==> src/rtl/simd_lane_pkg.sv <==
package simd_lane_pkg;

    typedef enum logic [2:0] {
        OP_ADD16  = 3'd0,
        OP_XADDSB = 3'd1,
        OP_XSUBAD = 3'd2,
        OP_SUB16  = 3'd3,
        OP_ADD8   = 3'd4,
        OP_RSV5   = 3'd5,
        OP_RSV6   = 3'd6,
        OP_SUB8   = 3'd7
    } lane_op_e;

    typedef enum logic [1:0] {
        FL_WRAP = 2'd0,
        FL_SAT  = 2'd1,
        FL_HALF = 2'd2,
        FL_RSV  = 2'd3
    } lane_flav_e;

    typedef struct packed {
        logic legal;
        logic byte_mode;
        logic swap;
        logic sub_lo;
        logic sub_hi;
        logic ge_write;
    } lane_ctrl_t;

    function automatic logic flav_writes_flags(input lane_flav_e f);
        return (f == FL_WRAP);
    endfunction

    function automatic logic op_is_reserved(input lane_op_e o);
        return (o == OP_RSV5) || (o == OP_RSV6);
    endfunction

endpackage

==> src/rtl/simd_op_decode.sv <==
module simd_op_decode
    import simd_lane_pkg::*;
(
    input  logic [2:0] op_i,
    input  logic [1:0] flav_i,
    output lane_ctrl_t ctrl_o
);
    lane_op_e   op;
    lane_flav_e fl;

    assign op = lane_op_e'(op_i);
    assign fl = lane_flav_e'(flav_i);

    always_comb begin
        ctrl_o = '0;
        ctrl_o.legal = !op_is_reserved(op) && (fl != FL_RSV);
        unique case (op)
            OP_ADD16:  begin ctrl_o.sub_lo = 1'b0; ctrl_o.sub_hi = 1'b0; end
            OP_XADDSB: begin ctrl_o.swap = 1'b1; ctrl_o.sub_lo = 1'b1; ctrl_o.sub_hi = 1'b0; end
            OP_XSUBAD: begin ctrl_o.swap = 1'b1; ctrl_o.sub_lo = 1'b0; ctrl_o.sub_hi = 1'b1; end
            OP_SUB16:  begin ctrl_o.sub_lo = 1'b1; ctrl_o.sub_hi = 1'b1; end
            OP_ADD8:   begin ctrl_o.byte_mode = 1'b1; end
            OP_SUB8:   begin ctrl_o.byte_mode = 1'b1; ctrl_o.sub_lo = 1'b1; ctrl_o.sub_hi = 1'b1; end
            default:   begin ctrl_o.byte_mode = 1'b0; end
        endcase
        ctrl_o.ge_write = ctrl_o.legal && flav_writes_flags(fl);
    end
endmodule

==> src/rtl/simd_lane.sv <==
module simd_lane
    import simd_lane_pkg::*;
#(
    parameter int W = 16
) (
    input  logic [W-1:0] x_i,
    input  logic [W-1:0] y_i,
    input  logic         sub_i,
    input  logic [1:0]   flav_i,
    output logic [W-1:0] res_o,
    output logic         ge_o
);
    logic [W:0] full;
    logic       top;

    always_comb begin
        if (sub_i)
            full = {1'b0, x_i} - {1'b0, y_i};
        else
            full = {1'b0, x_i} + {1'b0, y_i};
        top  = full[W];
        ge_o = sub_i ? !top : top;
        unique case (lane_flav_e'(flav_i))
            FL_SAT: begin
                if (top)
                    res_o = sub_i ? '0 : '1;
                else
                    res_o = full[W-1:0];
            end
            FL_HALF: res_o = full[W:1];
            default: res_o = full[W-1:0];
        endcase
    end
endmodule

==> src/rtl/simd_lane_addsub.sv <==
module simd_lane_addsub
    import simd_lane_pkg::*;
#(
    parameter int DATA_W = 32
) (
    input  logic              clk,
    input  logic              rst,
    input  logic              valid_i,
    input  logic [2:0]        op_i,
    input  logic [1:0]        flav_i,
    input  logic [DATA_W-1:0] a_i,
    input  logic [DATA_W-1:0] b_i,
    output logic [DATA_W-1:0] result_o,
    output logic [3:0]        ge_o,
    output logic              illegal_o
);
    localparam int N_HALF = 2;
    localparam int N_BYTE = 4;
    localparam int HALF_W = DATA_W / N_HALF;
    localparam int BYTE_W = DATA_W / N_BYTE;

    lane_ctrl_t ctrl;

    simd_op_decode i_dec (
        .op_i   (op_i),
        .flav_i (flav_i),
        .ctrl_o (ctrl)
    );

    // Halfword path with optional cross pairing of B
    logic [N_HALF-1:0][HALF_W-1:0] a_h, b_h, y_h, r_h;
    logic [N_HALF-1:0]             sub_h, ge_h;

    assign a_h = a_i;
    assign b_h = b_i;
    assign y_h[0] = ctrl.swap ? b_h[1] : b_h[0];
    assign y_h[1] = ctrl.swap ? b_h[0] : b_h[1];
    assign sub_h  = {ctrl.sub_hi, ctrl.sub_lo};

    for (genvar h = 0; h < N_HALF; h++) begin : g_half
        simd_lane #(.W(HALF_W)) i_lane (
            .x_i    (a_h[h]),
            .y_i    (y_h[h]),
            .sub_i  (sub_h[h]),
            .flav_i (flav_i),
            .res_o  (r_h[h]),
            .ge_o   (ge_h[h])
        );
    end

    // Byte path
    logic [N_BYTE-1:0][BYTE_W-1:0] a_b, b_b, r_b;
    logic [N_BYTE-1:0]             ge_b;

    assign a_b = a_i;
    assign b_b = b_i;

    for (genvar k = 0; k < N_BYTE; k++) begin : g_byte
        simd_lane #(.W(BYTE_W)) i_lane (
            .x_i    (a_b[k]),
            .y_i    (b_b[k]),
            .sub_i  (ctrl.sub_lo),
            .flav_i (flav_i),
            .res_o  (r_b[k]),
            .ge_o   (ge_b[k])
        );
    end

    logic [DATA_W-1:0] res_next;
    logic [3:0]        ge_next;

    always_comb begin
        if (ctrl.byte_mode) begin
            res_next = r_b;
            ge_next  = ge_b;
        end else begin
            res_next = r_h;
            ge_next  = {ge_h[1], ge_h[1], ge_h[0], ge_h[0]};
        end
    end

    always_ff @(posedge clk) begin
        if (rst) begin
            result_o  <= '0;
            ge_o      <= '0;
            illegal_o <= 1'b0;
        end else begin
            illegal_o <= valid_i && !ctrl.legal;
            if (valid_i && ctrl.legal) begin
                result_o <= res_next;
                if (ctrl.ge_write)
                    ge_o <= ge_next;
            end
        end
    end
endmodule

==> config.mk <==
export PLATFORM = sky130hd
export DESIGN_NAME = simd_lane_addsub
export DESIGN_NICKNAME = d
export VERILOG_FILES = /design/src/rtl/simd_lane_pkg.sv /design/src/rtl/simd_op_decode.sv /design/src/rtl/simd_lane.sv /design/src/rtl/simd_lane_addsub.sv
export SDC_FILE = /design/constraint.sdc
export NUM_CORES = 1
export LEC_CHECK = 0
export CORE_MARGIN = 2
export CORE_UTILIZATION = 50
export DETAILED_ROUTE_END_ITERATION = 12
export HOLD_SLACK_MARGIN = 0.1
export PLACE_DENSITY_LB_ADDON = 0.08
export SLEW_MARGIN = 20
export SYNTH_ARGS = -nofsm -noshare
export SYNTH_HDL_FRONTEND = slang
export SYNTH_HIERARCHICAL = 1
export SYNTH_SLANG_ARGS = --single-unit
==> constraint.sdc <==
create_clock -name clk -period 9.3 [get_ports clk]
set_input_delay 2.79 -clock clk [delete_from_list [all_inputs] [get_ports clk]]
set_output_delay 2.79 -clock clk [all_outputs]
set_load 0.005 [all_outputs]
; ---- Yosys cells after proc, flatten, opt, wreduce, memory -nomap -nowiden
; Cells that the tools add are included.
[classes]
add_sub_neg = 12
n_eq_ne = 10
mux = 34
reduce_logical = 18
[op_table]
columns = operator, n
row1 = $mux W16, 6
row2 = $pmux W16 S2, 2
row3 = $pmux W8 S2, 4
row4 = $mux W8, 5
row5 = $add A8 B8 Y9, 4
row6 = $mux W9, 4
row7 = $sub A8 B8 Y9, 4
row8 = $add A16 B16 Y17, 2
row9 = $mux W17, 2
row10 = $sub A16 B16 Y17, 2
row11 = $mux W32, 1
row12 = $eq A3 B3 Y1 const B, 4
row13 = $logic_not A1 Y1, 8
row14 = $mux W1, 8
row15 = $eq A3 B2 Y1 const B, 2
row16 = $pmux W2 S3, 1
row17 = $reduce_or A2 Y1, 3
row18 = $logic_and A1 B1 Y1, 4
row19 = $mux W4, 1
row20 = $eq A3 B1 Y1 const B, 1
row21 = $eq A2 B1 Y1 const B, 1
row22 = $eq A2 B2 Y1 const B, 1
row23 = $logic_not A2 Y1, 1
row24 = $ne A2 B2 Y1 const B, 1
row25 = other kinds (2), 2
[totals]
register_bits = 37
input_bits = 72
out_inout_bits = 37
word_cells = 77

; ---- Longest topological paths before layout
; Gate-level depths: netlist (run 1).
[logic_depth]
word_depth = 9
depth_mapped = 23
ltp_nobuf = 19

; ---- Hierarchy
; The synthesis (run 1) kept the hierarchy.
[modules_own_cells]
columns = mod, n_inst, cells_each, area_per_inst_um2, seq_area_each_um2
row1 = simd_lane (g_byte[0].i_lane ...), 4, 119, 810.8, 0.0
row2 = simd_lane_addsub, 1, 204, 2118.3, 740.7
row3 = simd_lane (g_half[1].i_lane), 1, 258, 1809.2, 0.0
row4 = simd_lane (g_half[0].i_lane), 1, 243, 1607.8, 0.0
row5 = simd_op_decode, 1, 10, 65.1, 0.0

; ---- Worst setup path before layout (run 1)
; No wires, ideal clock.
[synth_path]
path_type = input to register
from = in op_i[0]
to = reg result_o[9]
setup_ns = 0.134
arrival_time_ns = 6.971
required_ns = 9.166
setup_slack_ns = 2.195
cell_stages = 23
n_path_buf = 4
path_cell_list = xnor2_1 nor2_1 clkbuf_1 buf_4 mux2_1 or4_4 nor2b_1 nor2b_1 a21o_1 o21ai_0 xnor2_1 ha_1 clkbuf_1 a21oi_1 inv_1 o2111ai_1 o311ai_4 o22a_2 buf_4 a22oi_1 nand2_1 mux2i_1 a211oi_1
[synth_rtl]
columns = item, line_no
row1 = start: declaration, simd_lane_addsub.sv:9  ; input logic [2:0] op_i,
row2 = end signal: assignment, simd_lane_addsub.sv:90  ; result_o <= res_next;
row3 = end: declaration, simd_lane_addsub.sv:13  ; output logic [DATA_W-1:0] result_o,

==> results of run 1 <==
==> layer usage <==
metal / vias to the layer above / share of wire [%] / routed length (µm) / GRT usage, %
li1: 4505 / - / - / -
met5: - / 0 / 0 / 0
met4: 0 / 1.5 / 405 / 6.47
met1: 4149 / 49 / 13300 / 42.1
met2: 312 / 42 / 11500 / 44.0
met3: 27 / 7.4 / 2020 / 3.59
==> report_power, final <==
group / switching, W / internal, W / leakage, nW
Sequential: 0.0000117 / 0.000175 / 0.305
Clock: 0.0000824 / 0.000134 / 0.0831
Combinational: 0.000612 / 0.000455 / 3.65
Total: 0.000706 / 0.000764 / 4.04
==> through the flow <==
stage / setup WS (ns) / cell area, µm²
2_1_floorplan: 2.19 / 8840
3_3_place_gp: 1.19 / 9990
3_5_place_dp: 1.05 / 9990
4_1_cts: 1.33 / 10200
5_1_grt: 0.849 / 10200
6_report: 1.31 / 10200
==> worst max-delay path, delay by kind of cell <==
family / cells / cell delay [ns]
simple gates: 4 / 1.35
mux: 2 / 0.52
compound gates: 8 / 1.63
xor+xnor: 3 / 0.89
buf+inv: 2 / 0.61
fa+ha+maj: 1 / 0.38
==> path summary, 6_finish.rpt <==
| check | end | slack [ns] | depth (start not counted) |
|---|---|---|---|
| worst max register to register | result_o[2]$_SDFFE_PP0P_ | 8.53 | 2 |
| worst min-delay path | result_o[24]$_SDFFE_PP0P_ | 0.52 | 2 |
| worst max-delay path | result_o[7]$_SDFFE_PP0P_ | 1.31 | 20 |
| worst min register to register | result_o[24]$_SDFFE_PP0P_ | 0.52 | 2 |
==> final cells by class <==
cell class | instances | share of cell area (%)
Multi-Input combinational cell | 1032 | 74.3
Inverter | 71 | 2.62
Tap cell | 225 | 2.77
Clock inverter | 2 | 0.369
Sequential cell | 37 | 7.29
Clock buffer | 6 | 1.37
Timing Repair Buffer | 117 | 11.3
==> kinds of logic (layout without fill, tap and decap cells) <==
family / after synthesis / in the layout / share of synthesized area [%]
AO/OA/AOI/OAI: 363 / 363 / 28.8
XOR/XNOR: 98 / 98 / 10.1
adder cells (fa/ha/maj): 88 / 88 / 13.0
buffers and inverters: 122 / 196 / 6.47
flip-flops: 37 / 37 / 8.38
multiplexers: 90 / 90 / 10.7
AND/OR/NAND/NOR: 393 / 393 / 22.5
==> sequential cells by signal (all words and copies together) (netlist names) <==
signal	cells
result_o	32
illegal_o	1
ge_o	4
==> layout by cell type (no fill, tap or decap), types with 6 or more instances in the layout <==
master	count
and2_1	6
inv_1	71
clkdlybuf4s50_1	108
dfxtp_1	37
o21ai_0	41
nand2b_1	28
xor2_1	17
a21o_1	11
xnor2_1	76
mux2_2	36
a2bb2oi_1	11
mux2i_1	51
or4_4	9
a311oi_1	9
a31oi_1	11
o211ai_1	8
nor3_1	38
nor2b_1	22
nand2_1	86
a211oi_1	33
buf_4	9
a221oi_1	9
a21oi_1	125
nand3_1	36
ha_1	82
o21a_1	12
nor2_1	126
fa_1	6
nand4_1	9
o21ai_1	26
==> impl_metrics.env, run 1 <==
export IMPL_status="complete, no violations"
export IMPL_clock_root_buffer="clkbuf_16"
export IMPL_yosysUniqueCellTypes=87
export IMPL_grt_overflow=0
export IMPL_power_density_mw_per_mm2=145
export IMPL_die_x_um=137
export IMPL_gp_congestion=0.944
export IMPL_synth_most_common_cell="nor2_1"
export IMPL_postCtsHoldBufs=0
export IMPL_clock_latency_ns=0.29
export IMPL_path_class="in -> reg"
export IMPL_worst_slew_pin_slew_ns=0.984
export IMPL_max_stage_delay_ns=0.59
export IMPL_die_h_um=137
export IMPL_seq_area_frac_synth_pct=8.38
export IMPL_first_pass_iters=6
export IMPL_grt_pass1_vias=8060
export IMPL_setup_viol=0
export IMPL_skew_ns=0
export IMPL_cp_max_fo=12
export IMPL_start_kind="input port"
export IMPL_p_total_w=0.00147
export IMPL_clk_path_buf_depth=2
export IMPL_synth_top_area_cell="ha_1"
export IMPL_n_fill_cell=1702
export IMPL_crit_chain="clkdlybuf4s50_1, xnor2_1, nor2_2, mux2_1, or4_4, nor2b_1, nor2b_1, a21o_1, o21ai_0, xnor2_1, ha_1, a21oi_1, inv_1, o2111ai_1, o311ai_4, xnor2_2, o21ai_0, a2bb2oi_1, mux2i_1, a211oi_1"
export IMPL_ir_drop_uv=79.2
export IMPL_cts_made_buffers=5
export IMPL_utilization_pct=58.8
export IMPL_cts_tree="built"
export IMPL_pin_count=109
export IMPL_avgViaCountPerCell=6.04
export IMPL_vias=8993
export IMPL_dieArea_mm2=0.0188
export IMPL_syn_inst=1191
export IMPL_area_delta_synth_final_pct=15.0
export IMPL_min_period_ns=7.99
export IMPL_rows=48
export IMPL_finalSetupTns_ns=0
export IMPL_syn_avg_cell_area_um2=7.43
export IMPL_synthTopCellsByArea="ha_1, dfxtp_1, xnor2_1"
export IMPL_cts_num_sinks=37
export IMPL_min_from="result_o[24]$_SDFFE_PP0P_"
export IMPL_finalCritPeriodShare_pct=85.9
export IMPL_drt_iter0_drc=617
export IMPL_start_util_pct=51.1
export IMPL_netlist_area_mm2=0.00884
export IMPL_fin_nets=1424
export IMPL_grt_usage_pct=28.6
export IMPL_finalHoldViolCount=0
export IMPL_slew_violations=0
export IMPL_synth_top_area_share_pct=11.6
export IMPL_hold_ws_ns=0.520
export IMPL_cp_end_kind="flip-flop"
export IMPL_drive_gt1_share_pct=9.25
export IMPL_post_cts_setup_buffer_count=0
export IMPL_num_antenna_cells=0
export IMPL_post_cts_resize_count=0
export IMPL_crit_required_ns=9.51
export IMPL_ys_flop_type="dfxtp_1"
export IMPL_io_buffers=108
export IMPL_startpoint="op_i[1]"
export IMPL_dp_cells=1482
export IMPL_synth_edff_count=0
export IMPL_antenna_left=0
export IMPL_grt_pass1_wl_um=42400
export IMPL_worstPathArrival_ns=8.20
export IMPL_min_path_type="reg -> reg"
export IMPL_slew_headroom_pct=34.3
export IMPL_slowest_stage="xnor2_2"
export IMPL_stdcell_count=1490
export IMPL_synth_nets=1351
export IMPL_antenna_found_initial=0
export IMPL_ys_top_cells_by_count="nor2_1, a21oi_1, nand2_1, ha_1, xnor2_1"
export IMPL_multi_input_area_mm2=0.00755
export IMPL_drv_cap=0
export IMPL_regArea_um2=741
export IMPL_rsz0062_at_grt="no"
export IMPL_grt_max_degree=39
export IMPL_drc=0
export IMPL_clock_fmax_mhz=125
export IMPL_power_leakage_nw=4.04
export IMPL_routedWlPerCell_um=18.3
export IMPL_htreeDepth=2
export IMPL_rr_startpoint="result_o[2]$_SDFFE_PP0P_"
export IMPL_coreArea_mm2=0.0173
export IMPL_synth_async_reset_ratio_pct=0
export IMPL_ys_ff_latch=37
export IMPL_yosysWarnings=6
export IMPL_path_clk_slew_ns=0.06
export IMPL_wl_um=27300
export IMPL_post_dp_hpwl_um=21300
No activity file was read; power rests on OpenSTA's default activity.
==> run 2: changes to the inputs <==
--- a/config.mk
+++ b/config.mk
@@ -5,8 +5,11 @@
 export SDC_FILE = /design/constraint.sdc
 export NUM_CORES = 1
 export LEC_CHECK = 0
+export ABC_CLOCK_PERIOD_IN_PS = 9300
+export CAP_MARGIN = 40
 export CORE_MARGIN = 2
 export CORE_UTILIZATION = 50
+export CTS_CLUSTER_DIAMETER = 40
 export DETAILED_ROUTE_END_ITERATION = 12
 export HOLD_SLACK_MARGIN = 0.1
 export PLACE_DENSITY_LB_ADDON = 0.08
==> run 2 against run 1 <==
- worst hold slack better by 0.0027 ns
- core utilization grew 0.10 points
- combinational power barely moved
- clock skew unchanged
- cell area grew 0.17%
- register-to-register slack hardly changed
- wire length grew 0.49%
- die area unchanged
- clock power decreased by 17%
- critical path type unchanged
- largest cell class unchanged
==> impl_metrics.env, run 2 (same netlist as run 1, synthesis figures left out) <==
export IMPL_status="complete, no violations"
export IMPL_startpoint="op_i[1]"
export IMPL_multi_input_area_mm2=0.00755
export IMPL_avgViaCountPerCell=6.08
export IMPL_p_sw_share_pct=49.1
export IMPL_rr_startpoint="result_o[5]$_SDFFE_PP0P_"
export IMPL_pwr_share_comb_pct=74.5
export IMPL_cp_max_fo=12
export IMPL_cp_depth=20
export IMPL_cp_end_kind="flip-flop"
export IMPL_clk_path_buf_depth=2
export IMPL_max_stage_delay_ns=0.59
export IMPL_min_period_ns=8.04
export IMPL_htreeDepth=2
export IMPL_fin_nets=1426
export IMPL_grt_usage_pct=28.9
export IMPL_dieArea_mm2=0.0188
export IMPL_cts_tree="built"
export IMPL_clock_fmax_mhz=124
export IMPL_min_from="result_o[24]$_SDFFE_PP0P_"
export IMPL_start_util_pct=51.1
export IMPL_antenna_left=0
export IMPL_drt_iter0_drc=783
export IMPL_power_switching_w=0.000705
export IMPL_worst_slew_pin_slew_ns=0.706
export IMPL_rr_worst_depth=2
export IMPL_worstPathArrival_ns=8.25
export IMPL_path_class="in -> reg"
export IMPL_drv_cap=0
export IMPL_sequentialPowerShare_pct=13.0
export IMPL_setup_viol=0
export IMPL_drc=0
export IMPL_min_path_type="reg -> reg"
export IMPL_grt_overflow=0
export IMPL_cts_made_buffers=5
export IMPL_n_fill_cell=1674
export IMPL_regArea_um2=741
export IMPL_clock_latency_ns=0.29
export IMPL_finalHoldViolCount=0
export IMPL_grt_pass1_wl_um=42900
export IMPL_rsz0062_at_grt="no"
export IMPL_skew_ns=0
export IMPL_slew_violations=0
export IMPL_power_leakage_nw=4.05
export IMPL_clock_root_buffer="clkbuf_16"
export IMPL_slew_headroom_pct=52.9
export IMPL_layout_commonest_cell="nor2_1"
export IMPL_largest_reg_flops=32
export IMPL_area_delta_synth_final_pct=15.2
export IMPL_first_pass_iters=5
export IMPL_r2r_end="result_o[5]$_SDFFE_PP0P_"
export IMPL_io_buffers=108
export IMPL_pin_count=109
export IMPL_path_buf_inv=2
export IMPL_slowest_stage="xnor2_2"
export IMPL_start_kind="input port"
export IMPL_coreArea_mm2=0.0173
export IMPL_post_cts_setup_buffer_count=0
export IMPL_wl_um=27400
export IMPL_hold_depth=2
export IMPL_final_cell_mix="nor2_1, a21oi_1, clkdlybuf4s50_1, nand2_1, ha_1"
export IMPL_largest_register="result_o"
export IMPL_grt_max_degree=39
export IMPL_gp_congestion=0.944
export IMPL_die_h_um=137
export IMPL_power_share_clock_pct=12.5
export IMPL_finalCritPeriodShare_pct=86.5
export IMPL_post_cts_resize_count=0
export IMPL_power_density_mw_per_mm2=141
export IMPL_num_antenna_cells=0
export IMPL_p_int_w=0.000732
export IMPL_ff2ff_setup_slack_ns=8.53
export IMPL_postCtsHoldBufs=0
export IMPL_rows=48
export IMPL_routedWlPerCell_um=18.4
export IMPL_p_total_w=0.00144
export IMPL_crit_family="compound AO/OA/AOI/OAI gates"
export IMPL_post_dp_hpwl_um=21300
export IMPL_crit_chain="clkdlybuf4s50_1, xnor2_1, nor2_2, mux2_1, or4_4, nor2b_1, nor2b_1, a21o_1, o21ai_0, xnor2_1, ha_1, a21oi_1, inv_1, o2111ai_1, o311ai_4, xnor2_2, o21ai_0, a2bb2oi_1, mux2i_1, a211oi_1"
export IMPL_crit_required_ns=9.51
export IMPL_vias=9069
export IMPL_antenna_found_initial=0
export IMPL_cts_num_sinks=37
export IMPL_path_clk_slew_ns=0.06
export IMPL_finalSetupTns_ns=0
export IMPL_ir_drop_uv=82.3
export IMPL_drive_gt1_share_pct=9.31
export IMPL_min_to="result_o[24]$_SDFFE_PP0P_"
export IMPL_die_x_um=137
export IMPL_reg_largest_list="result_o x32, ge_o x4, illegal_o x1"
export IMPL_grt_pass1_vias=8098
==> run 2: worst max-delay path by stage <==
stage,slack [ns],end
6_report,1.26,result_o[4]$_SDFFE_PP0P_
5_1_grt,0.78,result_o[23]$_SDFFE_PP0P_
4_1_cts,1.34,result_o[4]$_SDFFE_PP0P_
3_5_place_dp,1.07,result_o[29]$_SDFFE_PP0P_
3_3_place_gp,1.19,result_o[7]$_SDFFE_PP0P_
2_1_floorplan,2.19,result_o[9]$_SDFFE_PP0P_
==> run 2: stage by stage <==
| stage | cells | util (%) | setup WS [ns] | cell area [µm²] | hold WS (ns) |
|---|---|---|---|---|---|
| after floorplan | 1191 | - | 2.19 | 8840 | 0.509 |
| after global placement | 1482 | 57.8 | 1.19 | 9990 | 0.508 |
| after detailed placement | 1483 | 57.9 | 1.07 | 10000 | 0.519 |
| after CTS | 1491 | 58.7 | 1.34 | 10200 | 0.526 |
| after global routing | 1492 | 58.9 | 0.781 | 10200 | 0.548 |
| final | 1492 | 58.9 | 1.26 | 10200 | 0.522 |
==> run 2: power by group through the flow <==
stage	logic [W]	registers [W]	clock network (W)
after CTS	0.00106	0.000186	0.000183
after global placement	0.00104	0.000189	0
after detailed placement	0.00105	0.000189	0
final	0.00107	0.000187	0.000180
after floorplan	0.000796	0.000188	0
after global routing	0.00118	0.000188	0.000189
==> run 2: final cells by class <==
| class | instances | area share, % |
|---|---|---|
| Inverter | 71 | 2.62 |
| Tap cell | 225 | 2.76 |
| Clock buffer | 6 | 1.27 |
| Clock inverter | 2 | 0.0983 |
| Sequential cell | 37 | 7.27 |
| Multi-Input combinational cell | 1032 | 74.2 |
| Timing Repair Buffer | 119 | 11.8 |
==> run 2: tightest hold or removal path: cells and delay by family, from the launching register on <==
family	cells	cell delay [ns]
AO/OA/AOI/OAI	2	0.17
flip-flops	1	0.31
==> run 2: metal layers <==
layer	vias up	track usage, %	wire length, µm
met1	4213	42.6	13100
met4	0	6.24	379
met5	-	0	0
li1	4501	-	-
met3	27	3.48	2150
met2	328	44.7	11700
